`config.mk`:
```
export PLATFORM = sky130hd
export DESIGN_NAME = swmgmt_rd_master
export DESIGN_NICKNAME = d
export VERILOG_FILES = /design/src/rtl/swmgmt_pkg.sv /design/src/rtl/swmgmt_half_tick.sv /design/src/rtl/swmgmt_tx_shift.sv /design/src/rtl/swmgmt_rx_shift.sv /design/src/rtl/swmgmt_rd_master.sv
export SDC_FILE = /design/constraint.sdc
export NUM_CORES = 1
export LEC_CHECK = 0
export BUFFER_PORTS_ARGS = -buffer_cell sky130_fd_sc_hd__buf_2
export CAP_MARGIN = 20
export CORE_MARGIN = 3
export CORE_UTILIZATION = 61
export DETAILED_ROUTE_END_ITERATION = 12
export GPL_TIMING_DRIVEN = 0
export PLACE_DENSITY = 0.87
export SYNTH_ARGS = -nofsm -noshare
export SYNTH_HDL_FRONTEND = slang
export SYNTH_HIERARCHICAL = 1
export SYNTH_SLANG_ARGS = --single-unit
```
`constraint.sdc`:
```
create_clock -name clk -period 4.1 [get_ports clk]
set_input_delay 0.82 -clock clk [delete_from_list [all_inputs] [get_ports clk]]
set_output_delay 0.82 -clock clk [all_outputs]
set_load 0.02 [all_outputs]
```
`src/rtl/swmgmt_pkg.sv`:
```
package swmgmt_pkg;
  localparam int SLOT_W      = 6;
  localparam int SL_CMD      = 3;
  localparam int SL_TURN     = 27;
  localparam int SL_DATA     = 28;
  localparam int SL_STOP     = 44;
  localparam int SL_LAST     = 46;
  localparam int NUM_SLOTS   = SL_LAST + 1;
  localparam int TX_BITS     = SL_TURN;
  localparam int RX_BITS     = SL_STOP - SL_DATA;

  typedef enum logic [1:0] {
    PH_DRIVE   = 2'd0,
    PH_RELEASE = 2'd1,
    PH_STOP0   = 2'd2,
    PH_HIGH    = 2'd3
  } slot_phase_e;

  function automatic slot_phase_e phase_of(input logic [SLOT_W-1:0] s);
    if (s < SLOT_W'(SL_TURN))      return PH_DRIVE;
    else if (s < SLOT_W'(SL_STOP)) return PH_RELEASE;
    else if (s == SLOT_W'(SL_STOP)) return PH_STOP0;
    else                           return PH_HIGH;
  endfunction
endpackage

```
`src/rtl/swmgmt_half_tick.sv`:
```
module swmgmt_half_tick #(
  parameter int DIV = 2
) (
  input  logic clk,
  input  logic rst_n,
  input  logic run,
  output logic tick
);
  localparam int CW = (DIV > 1) ? $clog2(DIV) : 1;
  localparam logic [CW-1:0] TOP = CW'(DIV - 1);

  logic [CW-1:0] cnt_q, cnt_d;

  always_comb begin
    cnt_d = cnt_q;
    if (!run)            cnt_d = '0;
    else if (cnt_q == TOP) cnt_d = '0;
    else                 cnt_d = cnt_q + 1'b1;
  end

  always_ff @(posedge clk or negedge rst_n) begin
    if (!rst_n) cnt_q <= '0;
    else        cnt_q <= cnt_d;
  end

  assign tick = run && (cnt_q == TOP);
endmodule

```
`src/rtl/swmgmt_tx_shift.sv`:
```
module swmgmt_tx_shift #(
  parameter int W = 27
) (
  input  logic         clk,
  input  logic         rst_n,
  input  logic         load,
  input  logic [W-1:0] load_val,
  input  logic         shift,
  output logic         msb
);
  logic [W-1:0] sr_q, sr_d;

  always_comb begin
    sr_d = sr_q;
    if (load)       sr_d = load_val;
    else if (shift) sr_d = {sr_q[W-2:0], 1'b0};
  end

  always_ff @(posedge clk or negedge rst_n) begin
    if (!rst_n) sr_q <= '0;
    else        sr_q <= sr_d;
  end

  assign msb = sr_q[W-1];
endmodule

```
`src/rtl/swmgmt_rx_shift.sv`:
```
module swmgmt_rx_shift #(
  parameter int W = 16
) (
  input  logic         clk,
  input  logic         rst_n,
  input  logic         clear,
  input  logic         shift,
  input  logic         din,
  output logic [W-1:0] q
);
  logic [W-1:0] sr_q, sr_d;

  always_comb begin
    sr_d = sr_q;
    if (clear)      sr_d = '0;
    else if (shift) sr_d = {sr_q[W-2:0], din};
  end

  always_ff @(posedge clk or negedge rst_n) begin
    if (!rst_n) sr_q <= '0;
    else        sr_q <= sr_d;
  end

  assign q = sr_q;
endmodule

```
`src/rtl/swmgmt_rd_master.sv`:
```
module swmgmt_rd_master #(
  parameter int DIV = 2
) (
  input  logic        clk,
  input  logic        rst_n,
  input  logic        req,
  input  logic [7:0]  cmd,
  input  logic [15:0] addr,
  output logic        busy,
  output logic        done,
  output logic [15:0] rdata,
  output logic        bus_clk,
  output logic        bus_dout,
  output logic        bus_oe,
  input  logic        bus_din
);
  import swmgmt_pkg::*;

  localparam int BYTE_W = RX_BITS / 2;

  logic                run_q, run_d;
  logic                half_q, half_d;
  logic [SLOT_W-1:0]   slot_q, slot_d;
  logic                done_q, done_d;
  logic [RX_BITS-1:0]  rdata_q, rdata_d;

  logic                tick;
  logic                start;
  logic                tx_msb;
  logic                tx_shift_en;
  logic                rx_shift_en;
  logic [RX_BITS-1:0]  rx_word;
  logic [TX_BITS-1:0]  tx_frame;
  logic                in_data;
  slot_phase_e         ph;

  assign start    = req && !run_q;
  assign tx_frame = {3'b101, cmd, addr[7:0], addr[15:8]};
  assign in_data  = (slot_q >= SLOT_W'(SL_DATA)) && (slot_q < SLOT_W'(SL_STOP));

  assign tx_shift_en = run_q && tick && half_q && (slot_q < SLOT_W'(SL_TURN));
  assign rx_shift_en = run_q && tick && !half_q && in_data;

  swmgmt_half_tick #(.DIV(DIV)) u_tick (
    .clk  (clk),
    .rst_n(rst_n),
    .run  (run_q),
    .tick (tick)
  );

  swmgmt_tx_shift #(.W(TX_BITS)) u_tx (
    .clk     (clk),
    .rst_n   (rst_n),
    .load    (start),
    .load_val(tx_frame),
    .shift   (tx_shift_en),
    .msb     (tx_msb)
  );

  swmgmt_rx_shift #(.W(RX_BITS)) u_rx (
    .clk  (clk),
    .rst_n(rst_n),
    .clear(start),
    .shift(rx_shift_en),
    .din  (bus_din),
    .q    (rx_word)
  );

  always_comb begin
    run_d   = run_q;
    half_d  = half_q;
    slot_d  = slot_q;
    done_d  = 1'b0;
    rdata_d = rdata_q;
    if (start) begin
      run_d  = 1'b1;
      half_d = 1'b0;
      slot_d = '0;
    end else if (run_q && tick) begin
      if (!half_q) begin
        half_d = 1'b1;
      end else begin
        half_d = 1'b0;
        if (slot_q == SLOT_W'(SL_LAST)) begin
          run_d   = 1'b0;
          slot_d  = '0;
          done_d  = 1'b1;
          rdata_d = {rx_word[BYTE_W-1:0], rx_word[RX_BITS-1:BYTE_W]};
        end else begin
          slot_d = slot_q + 1'b1;
        end
      end
    end
  end

  always_ff @(posedge clk or negedge rst_n) begin
    if (!rst_n) begin
      run_q   <= 1'b0;
      half_q  <= 1'b0;
      slot_q  <= '0;
      done_q  <= 1'b0;
      rdata_q <= '0;
    end else begin
      run_q   <= run_d;
      half_q  <= half_d;
      slot_q  <= slot_d;
      done_q  <= done_d;
      rdata_q <= rdata_d;
    end
  end

  assign ph = phase_of(slot_q);

  always_comb begin
    bus_oe   = 1'b0;
    bus_dout = 1'b0;
    if (run_q) begin
      unique case (ph)
        PH_DRIVE:   begin bus_oe = 1'b1; bus_dout = tx_msb; end
        PH_RELEASE: begin bus_oe = 1'b0; bus_dout = 1'b0;   end
        PH_STOP0:   begin bus_oe = 1'b1; bus_dout = 1'b0;   end
        PH_HIGH:    begin bus_oe = 1'b1; bus_dout = 1'b1;   end
        default:    begin bus_oe = 1'b0; bus_dout = 1'b0;   end
      endcase
    end
  end

  assign bus_clk = half_q;
  assign busy    = run_q;
  assign done    = done_q;
  assign rdata   = rdata_q;
endmodule

```
### Word level (Yosys, flattened, before mapping)

Cells that the tools add are included.

* register bits after elaboration: 69
* bits of input ports: 28
* output and inout port bits: 21
* logic and storage cells: 68

* add/sub/neg operators: 2
* order comparisons: 3
* equal/unequal tests: 5
* mux-type cells: 28
* bitwise gates (word level): 1
* reductions and logical operators: 21

Operators by type and width (number)
* 2-to-1 mux 27 bit: 2
* 2-to-1 mux 16 bit: 2
* 2-to-1 mux 6 bit: 4
* 2-to-1 mux 1 bit: 16
* equality test 6 bit, second input constant: 2
* nonzero test 2 bit: 5
* logical AND 1 bit: 8
* adder 6 x 1 -> 6 bit, second input constant: 1
* >= comparator 6 x 5 -> 1 bit, second input constant: 1
* < comparator 6 x 5 -> 1 bit, second input constant: 1
* < comparator 6 bit, second input constant: 1
* equality test 2 bit, second input constant: 2
* 2-to-1 mux 2 bit: 2
* AND reduction 4 bit: 1
* case mux 1 bit (3 select lines): 1
* AND reduction 3 bit: 1
* OR reduction 3 bit: 1
* equality test 2 x 1 -> 1 bit, second input constant: 1
* zero test 1 bit: 2
* zero test 2 bit: 1
* case mux 1 bit (2 select lines): 1
* AND reduction 2 bit: 1
* OR reduction 2 bit: 1
* adder 1 bit, second input constant: 1
* NOT 1 bit: 1

### Logic depth before layout (Yosys ltp)

* word-level depth: 8
* mapped depth: 8
* gate-level depth less buffers: 5

### Modules after synthesis

The synthesis kept the hierarchy.

Modules (own cells, without submodules)
* swmgmt_rd_master: instances 1, cells each 101, area an instance 1265.0 um^2
* swmgmt_tx_shift: instances 1, cells each 117, area an instance 1262.5 um^2
* swmgmt_rx_shift: instances 1, cells each 52, area an instance 660.6 um^2
* swmgmt_half_tick: instances 1, cells each 3, area an instance 41.3 um^2

### Worst setup path before layout

No wires, ideal clock.

* kind: flip-flop to output port
* start: reg slot_q[0]
* end: out bus_dout
* data arrival time: 1436 ps
* path slack: 1844 ps
* cell stages (with the launch flop): 5
* path buffers: 0
* path through: dfrtp_1 > ha_1 > o211ai_1 > nand3b_1 > a21boi_0

* word-level cells in the longest chain between the ends: 8

RTL lines
* start, declared: RTL line swmgmt_rd_master.sv:23 `logic [SLOT_W-1:0] slot_q, slot_d;`
* start signal, assigned: RTL line swmgmt_rd_master.sv:106 `slot_q <= slot_d;`
* branches (longest 3 deep; another with < comparator 6 bit)
* 2-to-1 mux 2 bit (*): RTL line swmgmt_pkg.sv:20 `if (s < SLOT_W'(SL_TURN)) return PH_DRIVE;`
* equality test 2 bit or equality test 2 x 1 -> 1 bit (tied branches): RTL line swmgmt_rd_master.sv:118 `unique case (ph)`
* OR reduction 2 bit (no line)
* case mux 1 bit (3 select lines) (*): RTL line swmgmt_rd_master.sv:118
* 2-to-1 mux 1 bit (*): RTL line swmgmt_rd_master.sv:117 `if (run_q) begin`
* end, declared: RTL line swmgmt_rd_master.sv:13 `output logic bus_dout,`

Every way passes the cells marked *.

### Worst setup path in the final report

* start: reg slot_q[1]
* end: out bus_dout

Same word-level chain as after synthesis.

==> flow_metrics.py <==
metrics = {
    "pwr": {
        "clkPwrFrac": 0.231,
        "p_sw_frac": 0.340,
        "power.density_nw_per_um2": 705,
        "p_int_mw": 1.76,
        "p_sw_uw": 908,
        "p_comb_frac": 0.334,
        "ir_worst_vdd_mv": 0.359,
        "seqPwrFrac": 0.435,
        "finalPower_mw": 2.67,
        "p_leak_nw": 1.78,
    },
    "die": {
        "chipWidth_microns": 78.8,
        "fp.dieH_microns": 78.8,
        "start_util": 0.658,
        "core_region_area_sq_um": 4910,
        "pin_count": 49,
        "die_area_sq_um": 6200,
        "rows": 25,
    },
    "critical_path": {
        "crit_required_ns": 3.28,
        "critPathLaunch": "slot_q[1]",
        "critPathCaptureType": "primary output",
        "cpMaxStageDelayCell": "dfrtp_1",
        "worstPathMaxFanout": 6,
        "r2r-end": "u_tx/sr_q[20]",
        "endpoint": "bus_dout",
        "timing.rr.start": "slot_q[1]",
        "critical_path_class": "reg -> out",
        "crit_path_cell_trace": "ha_1 > o211ai_1 > nand3b_1 > a21boi_0 > buf_2",
        "cpPeakStageDelay_ns": 0.45,
        "rrSetupSlack_ns": 2.02,
        "cp.arrival_ns": 1.76,
        "worstSetupStartpointType": "flop",
        "r2r_cells": 7,
    },
    "placement": {
        "gp_congestion": 0.847,
        "portBuffers": 48,
        "dp_hpwl_microns": 4010,
    },
    "timing": {
        "rsz0062_at_grt": "false",
        "hold_viol_final": 0,
        "setup_viol": 0,
        "tns_ns": 0,
        "skew_ns": 0.00481,
        "drv_slew": 0,
        "holdWs_ns": 0.506,
        "min_period_ns": 2.58,
        "finalCritPeriodShare": 0.629,
        "worst_pin_slew_ns": 0.828,
        "max_clock_freq_ghz": 0.388,
        "relSlewSlack": 0.448,
    },
    "status": {
        "status": "finished clean",
    },
    "route": {
        "viasPerCell": 5.42,
        "route.detailed.drc": 0,
        "num_vias": 2196,
        "routed_wl_microns": 5890,
        "wl_per_cell_microns": 14.5,
        "ant_nets": 0,
        "drt-initial-drc-count": 119,
        "firstDrtPassIters": 4,
    },
    "synthesis": {
        "synth_area_sq_um": 3230,
        "yosysWarnings": 6,
        "netlist_instances": 273,
        "ys_seq_area_frac": 0.535,
        "synth_ff_type": "dfrtp_1",
        "synthArstFlopShare": 1.00,
        "yosysUniqueCellTypes": 48,
        "synth_edf_count": 0,
        "synth.avg_cell_area_sq_um": 11.8,
        "ys_ff_latch": 69,
    },
    "cts": {
        "cts-root-buf": "clkbuf_8",
        "ctsHoldBuffers": 0,
        "htreeDepth": 3,
        "cts.path.max_buffers": 2,
        "cts_tree": "done",
        "cts_sinks": 69,
        "cts_buffers": 9,
        "clk_pin_slew_ns": 0.07,
        "cts_resized": 0,
        "worstSkewPairLatency_ns": 0.33,
        "postCtsSetupRepairBufs": 0,
    },
    "global_routing": {
        "grt_max_degree": 70,
        "track_usage": 0.211,
        "antenna_found_initial": 0,
        "grt-ovfl-total": 0,
        "grt_pass1_wl_microns": 10000,
        "grt_pass1_vias": 2150,
    },
    "final_layout": {
        "layout.nets": 364,
        "multi_input_area_sq_um": 1310,
        "ff_latch_area_sq_um": 1730,
        "n_fill_cell": 339,
        "area_growth_pct": 17.2,
        "final_common_cell": "dfrtp_1",
        "final_cell_mix": "dfrtp_1 (69), buf_2 (51), mux2i_1 (42)",
        "drive_gt1_frac": 0.299,
        "insertedDiodeCount": 0,
    },
    "hold_path": {
        "hp-class": "reg -> reg",
    },
    "flow_run": {
        "max_cap_viol_count": 0,
    },
}
==> synthesized netlist by cell type (all sizes together), types with 2 or more instances <==
cell	number	area share
a21oi	4	0.0062
a311oi	2	0.0054
buf	14	0.047
clkbuf	7	0.0085
conb	2	0.0023
dfrtp	69	0.53
ha	3	0.012
inv	4	0.0046
mux2	16	0.065
mux2i	42	0.13
nand2	33	0.038
nand3	2	0.0046
nand3b	2	0.0046
nand4b	2	0.010
nor2	17	0.020
o211ai	3	0.0070
o21ai	30	0.048
==> sequential cells by signal, summed over array words and instances (netlist names) <==
signal	count
u_tx/sr_q	27
rdata	16
u_rx/q	16
slot_q	6
bus_clk	1
busy	1
done	1
u_tick/cnt_q	1
==> critical path: cells and delay by family (launching register included) <==
family / cells / cell delay (ns)
AOI/OAI and AO/OA: 2 / 0.43
buffers and inverters: 1 / 0.18
adders and majority gates: 1 / 0.26
and+or+nand+nor: 1 / 0.11
DFF: 1 / 0.45
==> final cells by class <==
type | instances | area share
Tap cell | 67 | 0.0221
Clock buffer | 12 | 0.0410
Timing Repair Buffer | 48 | 0.0641
Multi-Input combinational cell | 180 | 0.346
Inverter | 4 | 0.00397
Clock inverter | 4 | 0.0185
Sequential cell | 69 | 0.456
Buffer | 21 | 0.0476
==> worst min-delay path by stage <==
| stage | start | end | slack [ns] | cells past startpoint |
|---|---|---|---|---|
| floorplan | u_rx/q[15] | rdata[7] | 0.48 | 1 |
| global placement | rdata[1] | rdata[1] | 0.48 | 1 |
| detailed placement | rdata[8] | rdata[8] | 0.49 | 1 |
| CTS | rdata[8] | rdata[8] | 0.51 | 1 |
| global route | rdata[8] | rdata[8] | 0.52 | 1 |
| finish | rdata[8] | rdata[8] | 0.51 | 1 |
==> routing by layer <==
metal / global-route usage / up-vias / share of wire
met2: 0.339 / 50 / 0.49
met5: 0 / - / 0
met1: 0.273 / 1068 / 0.45
met4: 0.105 / 0 / 0.019
li1: - / 1068 / -
met3: 0.0420 / 10 / 0.040
==> power by group through the flow <==
| stage | Clock (mW) | Combinational (mW) | Sequential, mW |
|---|---|---|---|
| 2_1_floorplan | 0 | 0.626 | 1.18 |
| 3_3_place_gp | 0 | 0.853 | 1.15 |
| 3_5_place_dp | 0 | 0.889 | 1.17 |
| 4_1_cts | 0.627 | 0.901 | 1.16 |
| 5_1_grt | 0.660 | 0.987 | 1.19 |
| 6_report | 0.616 | 0.893 | 1.16 |
==> logic make-up after synthesis <==
group           count (synthesis)  share of synthesized area
flops                          69                      0.535
simple gates                   66                      0.100
mux                            58                      0.195
compound gates                 49                     0.0926
buf+inv                        25                     0.0604
fa+ha+maj                       3                     0.0116
other cells                     2                    0.00233
xor+xnor                        1                    0.00271
==> per-stage QoR <==
step / utilization / setup slack [ns] / cell area (sq um) / cells
2_1_floorplan: - / 1.84 / 3230 / 274
5_1_grt: 0.771 / 1.39 / 3780 / 405
3_5_place_dp: 0.725 / 1.84 / 3560 / 389
3_3_place_gp: 0.724 / 1.86 / 3560 / 389
4_1_cts: 0.771 / 1.54 / 3780 / 405
6_report: 0.771 / 1.52 / 3780 / 405
Power figures use the tool's default switching activity.
